<file path="config.mk">
export PLATFORM = sky130hd
export DESIGN_NAME = fpb_ctrl
export DESIGN_NICKNAME = d
export VERILOG_FILES = /design/src/rtl/fpb_pkg.sv /design/src/rtl/fpb_regs.sv /design/src/rtl/fpb_buffer.sv /design/src/rtl/fpb_seq.sv /design/src/rtl/fpb_ctrl.sv
export SDC_FILE = /design/constraint.sdc
export NUM_CORES = 1
export LEC_CHECK = 0
export BUFFER_PORTS_ARGS = -buffer_cell sky130_fd_sc_hd__buf_2
export CORE_ASPECT_RATIO = 2
export CORE_MARGIN = 1
export CORE_UTILIZATION = 50
export DETAILED_ROUTE_END_ITERATION = 10
export PLACE_DENSITY_LB_ADDON = 0.15
export SYNTH_ARGS = -nofsm -noshare
export SYNTH_HDL_FRONTEND = slang
export SYNTH_SLANG_ARGS = --single-unit
</file>
<file path="constraint.sdc">
create_clock -name clk -period 5.1 [get_ports clk]
set_clock_uncertainty 0.1 [all_clocks]
set_input_delay 0.255 -clock clk [delete_from_list [all_inputs] [get_ports clk]]
set_output_delay 0.255 -clock clk [all_outputs]
set_load 0.02 [all_outputs]
</file>
<file path="src/rtl/fpb_pkg.sv">
package fpb_pkg;

  typedef enum logic [1:0] {
    SEL_CTRL = 2'd0,
    SEL_ALO  = 2'd1,
    SEL_AHI  = 2'd2,
    SEL_DATA = 2'd3
  } reg_sel_e;

  localparam logic [7:0] OP_CLEAR  = 8'h00;
  localparam logic [7:0] OP_PROG   = 8'h48;
  localparam logic [7:0] OP_ERPROG = 8'h68;

  typedef enum logic [1:0] {
    SQ_IDLE  = 2'd0,
    SQ_ERASE = 2'd1,
    SQ_WRITE = 2'd2
  } seq_state_e;

  // Advance the slot index held in the low iw bits; upper bits untouched.
  function automatic logic [7:0] step_index(input logic [7:0] a, input int unsigned iw);
    logic [7:0] mask;
    mask = 8'((9'd1 << iw) - 9'd1);
    return (a & ~mask) | (8'(a + 8'd1) & mask);
  endfunction

  function automatic logic [7:0] pack_status(input logic busy, input logic staged,
                                             input logic er_mode, input logic done,
                                             input logic err);
    return {busy, staged, 1'b0, er_mode, 2'b00, done, err};
  endfunction

endpackage

</file>
<file path="src/rtl/fpb_regs.sv">
module fpb_regs #(
  parameter int unsigned IDX_W  = 6,
  parameter int unsigned PAGE_W = 10
) (
  input  logic              clk,
  input  logic              rst_n,
  input  logic              wr_alo,
  input  logic              wr_ahi,
  input  logic              wr_dat,
  input  logic [7:0]        wdata,
  output logic [7:0]        alo,
  output logic [7:0]        ahi,
  output logic [IDX_W-1:0]  idx,
  output logic [PAGE_W-1:0] page
);
  import fpb_pkg::*;

  always_ff @(posedge clk) begin
    if (!rst_n) begin
      alo <= 8'h00;
      ahi <= 8'h00;
    end else begin
      if (wr_alo)      alo <= wdata;
      else if (wr_dat) alo <= step_index(alo, IDX_W);
      if (wr_ahi)      ahi <= wdata;
    end
  end

  assign idx  = alo[IDX_W-1:0];
  assign page = {ahi, alo[7:IDX_W]};

  // a data push moves only the index bits, by one
  a_r3_index_step: assert property (@(posedge clk) disable iff (!rst_n)
    wr_dat && !wr_alo |=> (alo[7:IDX_W] == $past(alo[7:IDX_W])) &&
                          (alo[IDX_W-1:0] == IDX_W'($past(alo[IDX_W-1:0]) + 1'b1)));

endmodule

</file>
<file path="src/rtl/fpb_buffer.sv">
module fpb_buffer #(
  parameter int unsigned PAGE_BYTES = 64,
  parameter int unsigned IDX_W      = 6
) (
  input  logic                  clk,
  input  logic                  rst_n,
  input  logic                  clr,
  input  logic                  wr,
  input  logic [IDX_W-1:0]      wr_idx,
  input  logic [7:0]            wdata,
  input  logic [IDX_W-1:0]      rd_idx,
  output logic [7:0]            rd_data,
  input  logic [IDX_W-1:0]      pg_idx,
  output logic [7:0]            pg_data,
  output logic [PAGE_BYTES-1:0] flags
);
  logic [7:0]            mem [PAGE_BYTES];
  logic [PAGE_BYTES-1:0] hit;

  for (genvar g = 0; g < PAGE_BYTES; g++) begin : g_slot
    assign hit[g] = wr && (wr_idx == IDX_W'(g));
  end

  always_ff @(posedge clk) begin
    if (!rst_n || clr) begin
      for (int i = 0; i < PAGE_BYTES; i++) mem[i] <= 8'h00;
      flags <= '0;
    end else begin
      for (int i = 0; i < PAGE_BYTES; i++) begin
        if (hit[i]) begin
          mem[i]   <= wdata;
          flags[i] <= 1'b1;
        end
      end
    end
  end

  assign rd_data = mem[rd_idx];
  assign pg_data = mem[pg_idx];

  // clear leaves no flag behind
  a_r2_clear_flags: assert property (@(posedge clk) disable iff (!rst_n)
    clr |=> flags == '0);

endmodule

</file>
<file path="src/rtl/fpb_seq.sv">
module fpb_seq #(
  parameter int unsigned PAGE_BYTES   = 64,
  parameter int unsigned IDX_W        = 6,
  parameter int unsigned ERASE_CYCLES = 20,
  parameter int unsigned PROG_CYCLES  = 4
) (
  input  logic                  clk,
  input  logic                  rst_n,
  input  logic                  start,
  input  logic                  start_erase,
  input  logic                  fault,
  input  logic [PAGE_BYTES-1:0] flags,
  output logic                  busy,
  output logic                  done_pulse,
  output logic                  abort_pulse,
  output logic                  arr_erase,
  output logic                  arr_prog,
  output logic [IDX_W-1:0]      slot
);
  import fpb_pkg::*;

  localparam int unsigned CMAX  = (ERASE_CYCLES > PROG_CYCLES) ? ERASE_CYCLES : PROG_CYCLES;
  localparam int unsigned CNT_W = $clog2(CMAX + 1);
  localparam logic [IDX_W-1:0] LAST = IDX_W'(PAGE_BYTES - 1);

  seq_state_e       st;
  logic [CNT_W-1:0] cnt;
  logic             slot_adv;
  logic             erase_end;

  assign erase_end = (st == SQ_ERASE) && (cnt == CNT_W'(ERASE_CYCLES - 1));
  assign slot_adv  = (st == SQ_WRITE) &&
                     (!flags[slot] || (cnt == CNT_W'(PROG_CYCLES - 1)));

  always_ff @(posedge clk) begin
    if (!rst_n) begin
      st   <= SQ_IDLE;
      cnt  <= '0;
      slot <= '0;
    end else begin
      case (st)
        SQ_IDLE: if (start) begin
          st   <= start_erase ? SQ_ERASE : SQ_WRITE;
          cnt  <= '0;
          slot <= '0;
        end
        SQ_ERASE: begin
          if (fault) st <= SQ_IDLE;
          else if (erase_end) begin
            st  <= SQ_WRITE;
            cnt <= '0;
          end else cnt <= cnt + 1'b1;
        end
        SQ_WRITE: begin
          if (fault) st <= SQ_IDLE;
          else if (slot_adv) begin
            cnt <= '0;
            if (slot == LAST) st <= SQ_IDLE;
            else              slot <= slot + 1'b1;
          end else cnt <= cnt + 1'b1;
        end
        default: st <= SQ_IDLE;
      endcase
    end
  end

  assign busy        = (st != SQ_IDLE);
  assign arr_erase   = (st == SQ_ERASE);
  assign arr_prog    = (st == SQ_WRITE) && flags[slot];
  assign done_pulse  = slot_adv && !fault && (slot == LAST);
  assign abort_pulse = busy && fault;

  // erase and program never overlap
  a_r6_strobe_excl: assert property (@(posedge clk) disable iff (!rst_n)
    $onehot0({arr_erase, arr_prog}));
  // a strobe only appears inside a stalled cycle
  a_r7_strobe_busy: assert property (@(posedge clk) disable iff (!rst_n)
    (arr_erase || arr_prog) |-> busy);
  // erase phase always hands over to the slot pass
  a_r6_erase_to_write: assert property (@(posedge clk) disable iff (!rst_n)
    erase_end && !fault |=> busy && !arr_erase && slot == '0);

endmodule

</file>
<file path="src/rtl/fpb_ctrl.sv">
module fpb_ctrl #(
  parameter int unsigned PAGE_BYTES   = 64,
  parameter int unsigned ERASE_CYCLES = 20,
  parameter int unsigned PROG_CYCLES  = 4,
  localparam int unsigned IDX_W       = $clog2(PAGE_BYTES),
  localparam int unsigned PAGE_W      = 16 - IDX_W
) (
  input  logic              clk,
  input  logic              rst_n,
  input  logic [1:0]        reg_sel,
  input  logic              reg_we,
  input  logic [7:0]        reg_wdata,
  output logic [7:0]        reg_rdata,
  output logic              cpu_stall,
  output logic              arr_erase,
  output logic              arr_prog,
  output logic [PAGE_W-1:0] arr_page,
  output logic [IDX_W-1:0]  arr_offset,
  output logic [7:0]        arr_wdata,
  input  logic              arr_fault
);
  import fpb_pkg::*;

  logic busy, done_pulse, abort_pulse;
  logic wr_ok, wr_cmd, wr_alo, wr_ahi, wr_dat;
  logic op_clear, op_start, op_erase, op_bad;
  logic err_q, done_q, mode_q;
  logic [7:0] alo, ahi, buf_rd;
  logic [IDX_W-1:0] idx, slot;
  logic [PAGE_BYTES-1:0] flags;

  // register decode: every write blocked while a cycle runs
  assign wr_ok  = reg_we && !busy;
  assign wr_cmd = wr_ok && (reg_sel == SEL_CTRL);
  assign wr_alo = wr_ok && (reg_sel == SEL_ALO);
  assign wr_ahi = wr_ok && (reg_sel == SEL_AHI);
  assign wr_dat = wr_ok && (reg_sel == SEL_DATA);

  assign op_clear = wr_cmd && (reg_wdata == OP_CLEAR);
  assign op_erase = wr_cmd && (reg_wdata == OP_ERPROG);
  assign op_start = op_erase || (wr_cmd && (reg_wdata == OP_PROG));
  assign op_bad   = wr_cmd && !op_clear && !op_start;

  fpb_regs #(.IDX_W(IDX_W), .PAGE_W(PAGE_W)) u_regs (
    .clk(clk), .rst_n(rst_n), .wr_alo(wr_alo), .wr_ahi(wr_ahi), .wr_dat(wr_dat),
    .wdata(reg_wdata), .alo(alo), .ahi(ahi), .idx(idx), .page(arr_page)
  );

  fpb_buffer #(.PAGE_BYTES(PAGE_BYTES), .IDX_W(IDX_W)) u_buf (
    .clk(clk), .rst_n(rst_n), .clr(op_clear), .wr(wr_dat), .wr_idx(idx),
    .wdata(reg_wdata), .rd_idx(idx), .rd_data(buf_rd), .pg_idx(slot),
    .pg_data(arr_wdata), .flags(flags)
  );

  fpb_seq #(.PAGE_BYTES(PAGE_BYTES), .IDX_W(IDX_W),
            .ERASE_CYCLES(ERASE_CYCLES), .PROG_CYCLES(PROG_CYCLES)) u_seq (
    .clk(clk), .rst_n(rst_n), .start(op_start), .start_erase(op_erase),
    .fault(arr_fault), .flags(flags), .busy(busy), .done_pulse(done_pulse),
    .abort_pulse(abort_pulse), .arr_erase(arr_erase), .arr_prog(arr_prog), .slot(slot)
  );

  always_ff @(posedge clk) begin
    if (!rst_n) begin
      err_q  <= 1'b0;
      done_q <= 1'b0;
      mode_q <= 1'b0;
    end else begin
      if (op_clear || op_start)  err_q <= 1'b0;
      else if (op_bad || abort_pulse) err_q <= 1'b1;
      if (op_clear || op_start)  done_q <= 1'b0;
      else if (done_pulse)       done_q <= 1'b1;
      if (op_start)              mode_q <= op_erase;
    end
  end

  assign cpu_stall  = busy;
  assign arr_offset = slot;

  always_comb begin
    case (reg_sel)
      SEL_CTRL: reg_rdata = pack_status(busy, |flags, mode_q, done_q, err_q);
      SEL_ALO:  reg_rdata = alo;
      SEL_AHI:  reg_rdata = ahi;
      default:  reg_rdata = buf_rd;
    endcase
  end

  // bad command raises the error and leaves the block idle
  a_r8_bad_cmd: assert property (@(posedge clk) disable iff (!rst_n)
    op_bad |=> err_q && !cpu_stall);
  // address registers frozen against writes during a cycle
  a_r9_frozen: assert property (@(posedge clk) disable iff (!rst_n)
    reg_we && cpu_stall |=> $stable(alo) && $stable(ahi));
  // fault ends the cycle with error and no done
  a_r10_abort: assert property (@(posedge clk) disable iff (!rst_n)
    cpu_stall && arr_fault |=> !cpu_stall && err_q && !done_q);
  // the program strobe only lands on a marked slot
  a_r5_marked_only: assert property (@(posedge clk) disable iff (!rst_n)
    arr_prog |-> flags[arr_offset]);

endmodule

</file>
==> run summary <==
The setup fix buffers added after clock tree synthesis came out at 0. The routed wire length per instance is 33.4 um. The number of distinct library cell variants in the gate-level netlist after synthesis came out at 53. The cell count after synthesis came out at 1942. The fraction of power consumed by sequential logic is 53.7%. Wires add up to 93.7 mm.

The number of antenna violations at the first check in global routing was 2. The minimum clock period after layout came out at 4.61 ns. Global routing finished with a remaining overflow of 0. Setup repair after global routing left no endpoint under its margin. The total leakage power came out at 0.0108 uW. TritonCTS created 52 clock buffers. Counting flops with an async set or reset pin after synthesis yields a share of 0%.

The routability congestion estimate from global placement came out at 0.934. The number of nets in the synthesized netlist is 1966. The count of antenna-violating nets left after detailed routing is 0. Measured along the x axis, the die boundary spans 176 um. The first-pass GRT wire length is 135 mm. The effective utilization at floorplan is 50.5%. The per-cell via count in the routed design is 6.69. The portion of total power attributed to combinational logic came out at 9.8%. The maximum number of pins on one net before global-route repair is 68. The arrival time of data at the critical path endpoint is 4.26 ns. 0 antenna diodes ended up in the layout. The run finished with clean final reports. The number of buffers between clock root and the deepest sink is 3. Of all cell types, the one taking the most synthesized area is sky130_fd_sc_hd__edfxtp_1. The relative slew slack came out at 19.9%. The number of failing setup endpoints in the final timing report is 0.

The detailed-routing iteration count for the pre-antenna-repair pass came out at 6. The worst setup path is of the reg2out kind. The total negative slack came out at 0 ns. Timing would allow up to 0.217 GHz. The number of sinks on the clock net is 620.

The share of cells above drive strength 1 is 28.5%. Sorting the synthesized cells by area gives the leading types as sky130_fd_sc_hd__edfxtp_1, sky130_fd_sc_hd__mux4_2, sky130_fd_sc_hd__dfxtp_1, sky130_fd_sc_hd__nor2_1, sky130_fd_sc_hd__clkbuf_1. The utilization of the core after routing came out at 55.7%. On the final layout, the worst hold slack is 0.0715 ns. The period utilization came out at 90.4%.

The most used flip-flop cell after synthesis is sky130_fd_sc_hd__edfxtp_1. Global routing used 31.5% of the available tracks. The number of violations of the max-capacitance limit came out at 0. The count of synthesis-stage warnings from yosys came out at 0. For the worst setup path, the data required time is 4.74 ns. The transition time at the pin with the least slew margin came out at 1.20 ns.

The internal power summed over all cells came out at 8360 uW. The count of filler cells inserted in the layout is 4873. The area of the die is 61400 um^2. The netlist area before placement is 30200 um^2. The via count is 18744. In this run the worst path has a maximum fanout of 44. The synthesized area per cell came out at 15.5 um^2. The area growth from synthesis to layout is 10.4%. The power density over cell area came out at 331 nW/um^2.

The standard-cell row count came out at 127. The sequential share of the synthesized area came out at 58.2%. The clock transition time at the flip-flop clock pins of the worst setup and hold paths came out at 0.07 ns.

The clock latency reported for the late side of the worst-skew pair is 0.60 ns. The synthesized design devotes to its leading area cell type 51.0% of total area. The via count of the first global-routing pass came out at 19545. The sequential standard cell area came out at 17600 um^2.

In this run, synthesis produced a sequential element count of 620. The tree is rooted in a sky130_fd_sc_hd__clkbuf_16. The worst setup path is launched from a flop. The number of instances resized during post-cts repair came out at 0. The final count of hold timing violations is 0. Input and output buffers added on the ports amount to 48.

The die span in y came out at 349 um. The max-slew violation total from the final report is 0. The remaining routing DRC violations came out at 0. The fraction of power consumed by the clock network came out at 36.5%. For this design the top-level I/O count stands at 49. The worst setup path is captured at an output pin. The switching share of power came out at 24.2%. CTS built an H-tree with a depth of 2. For this run, the post-layout net count is 2014.

The area of combinational cells with multiple inputs is 11800 um^2. The count of flip-flops with a built-in enable after synthesis came out at 512. The violation count after the first detailed-routing iteration came out at 1835.

The worst-case IR drop observed on VDD is 311 uV. TritonCTS built the clock tree. The analysis attributes to net switching a power of 2660 uW. The core area is 59700 um^2. Detailed placement finished with a half-perimeter wire length of 68.2 mm. The path class of the lowest-slack min-delay path is in2reg.
## state kept, by name, indices dropped and copies added (netlist names), named ones only
signal and flops:
u_seq.st 2, u_seq.cnt 5, mode_q 1, u_regs.ahi 8, u_buf.flags 64, u_seq.slot 6, u_regs.alo 8, err_q 1
u_buf.mem 512, done_q 1
## timing repair
item                       CTS  global route
hold endpoints to repair    12             0
setup endpoints to repair    0             0
hold buffers                 9             0
## worst max-delay path: stages (launching register included)
cell and delay, ns:
sky130_fd_sc_hd__dfxtp_4 0.72, sky130_fd_sc_hd__buf_12 0.38, sky130_fd_sc_hd__buf_4 0.26, sky130_fd_sc_hd__mux4_2 0.51
sky130_fd_sc_hd__mux4_2 0.48, sky130_fd_sc_hd__mux4_2 0.65, sky130_fd_sc_hd__mux2i_1 0.25, sky130_fd_sc_hd__o21ai_1 0.08
sky130_fd_sc_hd__buf_2 0.16
## routing by layer
| metal | GRT usage (%) | vias up | wire, um |
|---|---|---|---|
| li1 | - | 7773 | - |
| met1 | 31.6 | 9728 | 28200 |
| met2 | 58.0 | 904 | 51700 |
| met3 | 3.96 | 337 | 5050 |
| met4 | 24.8 | 2 | 8700 |
| met5 | 0 | - | 9 |
## cell type report
class	instances	area share (%)
clock buffer	58	4.04
clock inverter	35	0.917
inverter	56	0.631
multi-input combinational	1110	35.4
sequential	620	52.7
tap	774	2.91
timing repair buffer	150	3.39
## cells in the final DEF, fill, tap and decap left out, types with 18 or more instances in the layout
cell                        synthesis  layout
sky130_fd_sc_hd__dfxtp_1          108      99
sky130_fd_sc_hd__clkbuf_16          0      53
sky130_fd_sc_hd__buf_4              8      85
sky130_fd_sc_hd__edfxtp_1         512     512
sky130_fd_sc_hd__nor4_1            18      18
sky130_fd_sc_hd__nand4_1           19      19
sky130_fd_sc_hd__nand3_1           44      44
sky130_fd_sc_hd__a21boi_0          42      42
sky130_fd_sc_hd__nand2_1           94      94
sky130_fd_sc_hd__nor2_1           317     317
sky130_fd_sc_hd__mux4_2           344     344
sky130_fd_sc_hd__o21a_1            31      31
sky130_fd_sc_hd__buf_2             15      48
sky130_fd_sc_hd__mux2i_1           32      32
sky130_fd_sc_hd__inv_1             55      55
sky130_fd_sc_hd__o21ai_0           40      40
## path summary, 6_finish.rpt
check,cells past startpoint,slack [ns],from,endpoint
setup / recovery,8,0.49,flop,reg_rdata[3]
hold / removal,4,0.07,reg_we,err_q
setup reg to reg,7,1.51,u_seq.slot[1],flop
hold reg to reg,2,0.38,u_buf.flags[29],u_buf.flags[29]
## stage by stage
stage          instance area, um^2  worst slack [ns]  power, uW  std cells
2_1_floorplan                30200              1.92       6640       1942
3_3_place_gp                 31600              1.15       7070       2701
3_5_place_dp                 31600              1.11       7100       2701
4_1_cts                      33300             0.475      11000       2803
5_1_grt                      33300             0.295      11300       2803
6_report                     33300             0.487      11000       2803
## power groups by stage
stage                     clock (uW)  sequential, uW  combinational (uW)
after floorplan                    0            5920                 719
after global placement             0            6010                1060
after detailed placement           0            6030                1070
after CTS                       4050            5920                1080
after global routing            4210            5940                1120
final                           4020            5920                1080
## cells by family after synthesis
logic type      count (synthesis)  share of synthesized area, %
flops                         620                          58.2
simple gates                  549                          7.87
mux                           376                          26.8
buf+inv                       212                          2.80
compound gates                174                          3.98
fa+ha+maj                      10                         0.415
xor+xnor                        1                        0.0290
## synthesized netlist by cell type (all sizes together) (17+ instances only)
master,number
edfxtp,512
mux4,344
nor2,317
clkbuf,110
dfxtp,108
nand2,94
inv,55
buf,46
nand3,44
a21boi,43
o21ai,43
mux2i,32
o21a,31
nand4,19
nor4,18
nor2b,17
(Power assumes the default switching activity.)
